===== src/rtl/rst_seq.sv =====
module rst_seq #(
  parameter int LOW_CYCLES     = 30,
  parameter int RELEASE_CYCLES = 10,
  parameter logic [15:0] VECTOR = 16'h0020,
  parameter int CTRL_W = 8,
  parameter logic [CTRL_W-1:0] CTRL_SET = 'h81,
  parameter logic [CTRL_W-1:0] CTRL_CLR = 'h30
) (
  input  logic              clk,
  input  logic              por_n,
  input  logic              rst_pin_n,
  input  logic              wdt_pulse,
  input  logic              smr_pulse,
  input  logic [CTRL_W-1:0] ctrl_cur,
  output logic              core_hold,
  output logic              pc_load,
  output logic [15:0]       pc_vector,
  output logic              ctrl_load,
  output logic [CTRL_W-1:0] ctrl_next,
  output logic              fetch_start,
  output logic [1:0]        cause
);
  localparam int LW = $clog2(LOW_CYCLES + 1);
  localparam int RW = $clog2(RELEASE_CYCLES + 1);
  localparam logic [1:0] C_PIN = 2'b01, C_WDT = 2'b10, C_SMR = 2'b11;

  logic [1:0]    sync;
  logic [LW-1:0] low_cnt;
  logic [RW-1:0] rel_cnt;
  logic          pin_wait;

  wire pin_lo  = !sync[1];
  wire pin_hit = pin_lo && (low_cnt == LW'(LOW_CYCLES - 1));

  assign pc_vector = VECTOR;
  assign ctrl_next = (ctrl_cur & ~CTRL_CLR) | CTRL_SET;

  always_ff @(posedge clk or negedge por_n) begin
    if (!por_n) begin
      sync        <= 2'b11;
      low_cnt     <= '0;
      rel_cnt     <= RW'(RELEASE_CYCLES);
      pin_wait    <= 1'b0;
      core_hold   <= 1'b1;
      cause       <= 2'b00;
      pc_load     <= 1'b0;
      ctrl_load   <= 1'b0;
      fetch_start <= 1'b0;
    end else begin
      sync        <= {sync[0], rst_pin_n};
      pc_load     <= 1'b0;
      ctrl_load   <= 1'b0;
      fetch_start <= 1'b0;
      if (!pin_lo)
        low_cnt <= '0;
      else if (low_cnt != LW'(LOW_CYCLES))
        low_cnt <= low_cnt + 1'b1;

      if (pin_hit) begin
        core_hold <= 1'b1;
        pin_wait  <= 1'b1;
        rel_cnt   <= '0;
        cause     <= C_PIN;
        pc_load   <= 1'b1;
        ctrl_load <= 1'b1;
      end else if (pin_wait) begin
        if (!pin_lo) begin
          pin_wait <= 1'b0;
          rel_cnt  <= RW'(RELEASE_CYCLES - 1);
        end
      end else if (wdt_pulse || smr_pulse) begin
        core_hold <= 1'b1;
        rel_cnt   <= RW'(RELEASE_CYCLES);
        cause     <= wdt_pulse ? C_WDT : C_SMR;
        pc_load   <= 1'b1;
      end else if (core_hold && rel_cnt != '0) begin
        rel_cnt <= rel_cnt - 1'b1;
        if (rel_cnt == RW'(1)) begin
          core_hold   <= 1'b0;
          fetch_start <= 1'b1;
        end
      end
    end
  end

  AST_CNT_SATURATES: assert property (@(posedge clk) disable iff (!por_n) low_cnt <= LW'(LOW_CYCLES));
  AST_WAIT_HOLDS: assert property (@(posedge clk) disable iff (!por_n) pin_wait |-> core_hold);
  AST_ENTRY_LOADS_PC: assert property (@(posedge clk) disable iff (!por_n) $rose(core_hold) |-> pc_load);
  AST_LOAD_WHILE_HELD: assert property (@(posedge clk) disable iff (!por_n) pc_load |-> core_hold);
  AST_CTRL_PIN_ONLY: assert property (@(posedge clk) disable iff (!por_n) ctrl_load |-> (cause == C_PIN));
  AST_FETCH_AT_RELEASE: assert property (@(posedge clk) disable iff (!por_n) fetch_start |-> (!core_hold && $past(core_hold)));
  AST_FETCH_SINGLE: assert property (@(posedge clk) disable iff (!por_n) fetch_start |=> !fetch_start);
endmodule


===== config.mk =====
export PLATFORM = sky130hd
export DESIGN_NAME = rst_seq
export DESIGN_NICKNAME = d
export VERILOG_FILES = /design/src/rtl/rst_seq.sv
export SDC_FILE = /design/constraint.sdc
export NUM_CORES = 1
export LEC_CHECK = 0
export CAP_MARGIN = 20
export CORE_MARGIN = 5
export CORE_UTILIZATION = 35
export DETAILED_ROUTE_END_ITERATION = 10
export PLACE_DENSITY_LB_ADDON = 0.25
export SKIP_LAST_GASP = 1
export SLEW_MARGIN = 20
export SYNTH_ARGS = -nofsm -noshare
export SYNTH_HDL_FRONTEND = slang
export SYNTH_SLANG_ARGS = --single-unit

===== constraint.sdc =====
create_clock -name clk -period 1.85 [get_ports clk]
set_input_delay 0.37 -clock clk [delete_from_list [all_inputs] [get_ports clk]]
set_output_delay 0.37 -clock clk [all_outputs]
set_load 0.05 [all_outputs]

# After elaboration in Yosys (flattened, before gate mapping)
# Cells that the tools add are included.
[word_totals] register_bits=18 output_inout_bits=30 input_bits=13 wordCells=57
[op_classes] n_reduce_logical=13 n_addsub=2 muxes=28 eq_ne=5
[op_table] op="$mux W4" count=5
[op_table] op="$mux W1" count=18
[op_table] op="$mux W5" count=2
[op_table] op="$reduce_bool A4 Y1" count=2
[op_table] op="$mux W2" count=3
[op_table] op="$reduce_bool A3 Y1" count=2
[op_table] op="$add A5 B1 Y5 const B" count=1
[op_table] op="$eq A5 B5 Y1 const B" count=1
[op_table] op="$ne A5 B5 Y1 const B" count=1
[op_table] op="$eq A4 B1 Y1 const B" count=1
[op_table] op="$reduce_and A2 Y1" count=2
[op_table] op="$reduce_bool A2 Y1" count=2
[op_table] op="$sub A4 B1 Y4 const B" count=1
[op_table] op="$ne A3 B2 Y1 const B" count=1
[op_table] op="$reduce_and A3 Y1" count=1
[op_table] op="$logic_and A1 B1 Y1" count=2
[op_table] op="$ne A2 B1 Y1 const B" count=1
[op_table] op="$logic_not A1 Y1" count=1
[op_table] op="$logic_or A1 B1 Y1" count=1

# Longest topological paths before layout
# Gate-level depths: netlist of the first run.
[logic_depth] ltp_word=6 depth_mapped=6 ltp_nobuf=6

# Least setup slack after synthesis of the first run
# Ideal clock, no wire load.
[synth_path] path_type="flip-flop to flip-flop" start="register rel_cnt[0]" end="register rel_cnt[1]" stages_incl_launch_ff=7 setup_time_ns=0.075 arrival_time_ns=1.481 path_buffers=0 required_ns=1.775 setup_slack_ns=0.294 synth_period_minus_slack_ns=1.556 path_cell_list="dfrtp_1 -> inv_1 -> ha_1 -> or3b_4 -> and2_4 -> o21ai_2 -> mux2i_1"
[synth_between] elab_chain_len=5 word_cells_on_any_way=9 cone_classes="1 x add/sub; 4 x mux; 4 x reduce/logical"
[synth_lines] item="from (decl)" line="29" rtl="logic [RW-1:0] rel_cnt;"
[synth_lines] item="from (signal assigned)" line="42" rtl="rel_cnt <= RW'(RELEASE_CYCLES);"
[synth_lines] item="from (signal assigned)" line="69" rtl="rel_cnt <= RW'(RELEASE_CYCLES - 1);"
[synth_lines] item="from (signal assigned)" line="73" rtl="rel_cnt <= RW'(RELEASE_CYCLES);"
[synth_lines] item="$sub A4 B1 Y4" line="77" rtl="rel_cnt <= rel_cnt - 1'b1;"
[synth_lines] item="$mux W4" line="76" rtl="end else if (core_hold && rel_cnt != '0) begin"
[synth_lines] item="$mux W4" line="71" rtl="end else if (wdt_pulse || smr_pulse) begin"
[synth_lines] item="$mux W4" line="66" rtl="end else if (pin_wait) begin"
[synth_lines] item="$mux W4" line="59" rtl="if (pin_hit) begin"
# Parallel ways exist; a longest one is shown, timed or not. The select of a mux whose other input is x is not followed.
# A chain may end at the register's enable or synchronous reset.

# Worst setup path after layout of the first run
[layout_path] start="register pc_load" end="output pc_load"
[layout_lines] item="from (decl)" line="16" rtl="output logic pc_load,"
[layout_lines] item="from (signal assigned)" line="46" rtl="pc_load <= 1'b0;"
[layout_lines] item="from (signal assigned)" line="51" rtl="pc_load <= 1'b0;"
[layout_lines] item="from (signal assigned)" line="64" rtl="pc_load <= 1'b1;"
# No word-level cell between the ends.

==> impl_metrics.env, run 1 <==
export IMPL_end_kind="output pin"
export IMPL_p_total_mw=0.802
export IMPL_async_flop_share_pct=100
export IMPL_cts_root_buf="clkbuf_4"
export IMPL_antenna_found_initial=0
export IMPL_crit_chain="clkdlybuf4s50_1"
export IMPL_fin_tns_setup_ps=0
export IMPL_hold_path_depth=0
export IMPL_grt_pass1_wl_mm=3.00
export IMPL_max_stage_delay_ps=800
export IMPL_path_class="reg2out"
export IMPL_gp_congestion=0.793
export IMPL_worstPathArrival_ps=1430
export IMPL_synth_area_um2=1080
export IMPL_syn_avg_cell_area_um2=9.71
export IMPL_hold_end="sync[1]$_DFF_PN1_"
export IMPL_hold_slack_ps=363
export IMPL_rsz0062_at_grt="no"
export IMPL_dieWidth_um=65.5
export IMPL_insertion_delay_ps=290
export IMPL_diodes=0
export IMPL_timing_rr_start="rel_cnt[0]$_DFFE_PN0P_"
export IMPL_nFillCells=319
export IMPL_grt_max_degree=19
export IMPL_cts_clk_slew_worst_paths_ps=110
export IMPL_final_hold_viol_count=0
export IMPL_holdBufCountCts=0
export IMPL_post_drt_wl_per_cell_um=11.9
export IMPL_fp_row_count=20
export IMPL_syn_to_final_growth_pct=6.97
export IMPL_rrSetupSlack_ps=160
export IMPL_cts_tree="yes"
export IMPL_fmax_mhz=555
export IMPL_cts_sinks=18
export IMPL_worstHoldStart="sync[0]$_DFF_PN1_"
export IMPL_critPathRequiredTime_ps=1480
export IMPL_ys_flop_type="dfrtp_1"
export IMPL_htree_levels=1
export IMPL_crit_buf_inv=1
export IMPL_cts_made_buffers=3
export IMPL_slew_headroom_pct=66.5
export IMPL_wl_mm=1.83
export IMPL_final_area_um2=1150
export IMPL_port_buffers=10
export IMPL_groute_usage_overall_pct=8.96
export IMPL_synth_edf_count=0
export IMPL_design_portCount=43
export IMPL_fin_crit_ps=1800
export IMPL_ir_drop_mv=0.352
export IMPL_worstSetupStartpointType="flip-flop"
export IMPL_detail_route_first_pass_iterations=4
export IMPL_cts_resized=0
export IMPL_core_area_um2=3000
export IMPL_detail_route_antenna_nets=0
export IMPL_vias=732
export IMPL_hp_class="reg2reg"
export IMPL_crit_slowest_cell="clkdlybuf4s50_1"
export IMPL_dpl_cell_area_um2=1130
export IMPL_dieArea_um2=4290
export IMPL_syn_inst=111
export IMPL_clock_skew_final_ps=4.78
export IMPL_crit_family="buffers and inverters"
export IMPL_start_util_pct=35.9
export IMPL_place_hpwl_mm=1.35
export IMPL_die_height_um=65.5
export IMPL_post_route_cells_drive_above_1_share_pct=17.4
export IMPL_worstMarginPinSlew_ps=500
export IMPL_leakage_nw=0.555
export IMPL_outcome="finished, final reports clean"
export IMPL_fin_nets=141
export IMPL_setup_viol=0
export IMPL_multiInputGateArea_um2=485
export IMPL_final_period_utilization_pct=97.3
export IMPL_seq_area_frac_synth_pct=42.4
export IMPL_powerDensity_nw_per_um2=696
export IMPL_ctsLongestPathBuffers=2
export IMPL_first_iter_violations=58
export IMPL_regArea_um2=457
export IMPL_ys_warn_count=0
export IMPL_r2r_cells=6
export IMPL_maxCapViolations=0
export IMPL_grt_pass1_vias=671
export IMPL_synth_seq_cells=18
export IMPL_post_route_drc_count=0
export IMPL_grt_overflow=0
export IMPL_post_cts_buffers=0
export IMPL_r2r_end="rel_cnt[1]$_DFFE_PN1P_"
export IMPL_synth_distinct_cells=36
export IMPL_routed_via_density=4.75
export IMPL_slew_viol_final=0
export IMPL_cp_max_fo=1
registers in the layout, summed over array words and instances, names as in the netlist:
| name | cells |
|---|---|
| pin_wait | 1 |
| ctrl_load | 1 |
| cause | 2 |
| pc_load | 1 |
| fetch_start | 1 |
| low_cnt | 5 |
| core_hold | 1 |
| rel_cnt | 4 |
| sync | 2 |
how the worst max path moves through the flow:
stage	end	cells after the start	slack, ps	start
after global placement	rel_cnt[1]$_DFFE_PN1P_	6	220	rel_cnt[0]$_DFFE_PN0P_
after global routing	ctrl_load	1	8	ctrl_load$_DFF_PN0_
after floorplan	rel_cnt[1]$_DFFE_PN1P_	6	290	rel_cnt[0]$_DFFE_PN0P_
after CTS	pc_load	1	30	pc_load$_DFF_PN0_
final	pc_load	1	50	pc_load$_DFF_PN0_
after detailed placement	rel_cnt[1]$_DFFE_PN1P_	6	190	rel_cnt[0]$_DFFE_PN0P_
cell families (layout without fill, tap and decap cells):
group | after synthesis | count (layout) | share of synthesized area, %
AOI/OAI and AO/OA | 22 | 22 | 12.4
xor gates and xnor gates | 2 | 2 | 1.63
adders and majority gates | 6 | 6 | 6.97
buffers and inverters | 30 | 22 | 18.8
DFF | 18 | 18 | 42.4
muxes | 1 | 1 | 0.929
other | 2 | 20 | 0.697
and+or+nand+nor | 30 | 30 | 16.1
metal layers:
| metal | vias up | routed length [um] | global-route usage [%] |
|---|---|---|---|
| met5 | - | 0 | 0 |
| met4 | 0 | 0 | 1.55 |
| met3 | 0 | 121 | 3.76 |
| met2 | 25 | 918 | 15.2 |
| met1 | 356 | 790 | 10.7 |
| li1 | 351 | - | - |
cell usage after synthesis, drive strengths merged (3+ instances only):
master | number | area, um2
nand2 | 6 | 25.0
nor2 | 8 | 32.5
nand2b | 3 | 21.3
a31oi | 3 | 18.8
dfstp | 5 | 131
a21oi | 8 | 40.0
buf | 24 | 180
dfrtp | 13 | 325
nor3 | 3 | 15.0
inv | 6 | 22.5
ha | 6 | 75.1
o21ai | 6 | 33.8
per-stage QoR:
stage               worst slack, ps  cells  util, %
floorplan                       294    129        -
global placement                223    150     37.5
detailed placement              192    150     37.5
CTS                            29.1    154     38.4
global route                   7.50    154     38.4
finish                         49.3    154     38.4
cells in the final DEF (no fill, tap or decap), drive strengths merged, types with 2 or more instances in the layout:
master         synthesis  final
clkbuf                 0      4
clkdlybuf4s50          0      7
dfrtp                 13     13
dfstp                  5      5
a21oi                  8      8
a31oi                  3      3
o21ai                  6      6
nor2                   8      8
nand2                  6      6
inv                    6      6
xnor2                  2      2
conb                   2     20
nor3                   3      3
nand2b                 3      3
buf                   24      5
ha                     6      6
power breakdown:
part           switching, mW  internal (mW)
registers             0.0172          0.410
logic                  0.131         0.0358
clock network          0.123         0.0839
layout make-up:
type,instances,area share [%]
clock buffers,4,2.28
well taps,33,3.58
flip-flops and latches,18,39.6
multi-input cells,81,42.1
inverters,6,1.95
repair buffers,12,10.4
Power figures use the tool's default switching activity.
==> run 2, diff against run 1 <==
Settings changed: ABC_CLOCK_PERIOD_IN_PS set to 1850.
==> results of run 2 <==
Final layout, timing and power as in run 1 (identical DEF).
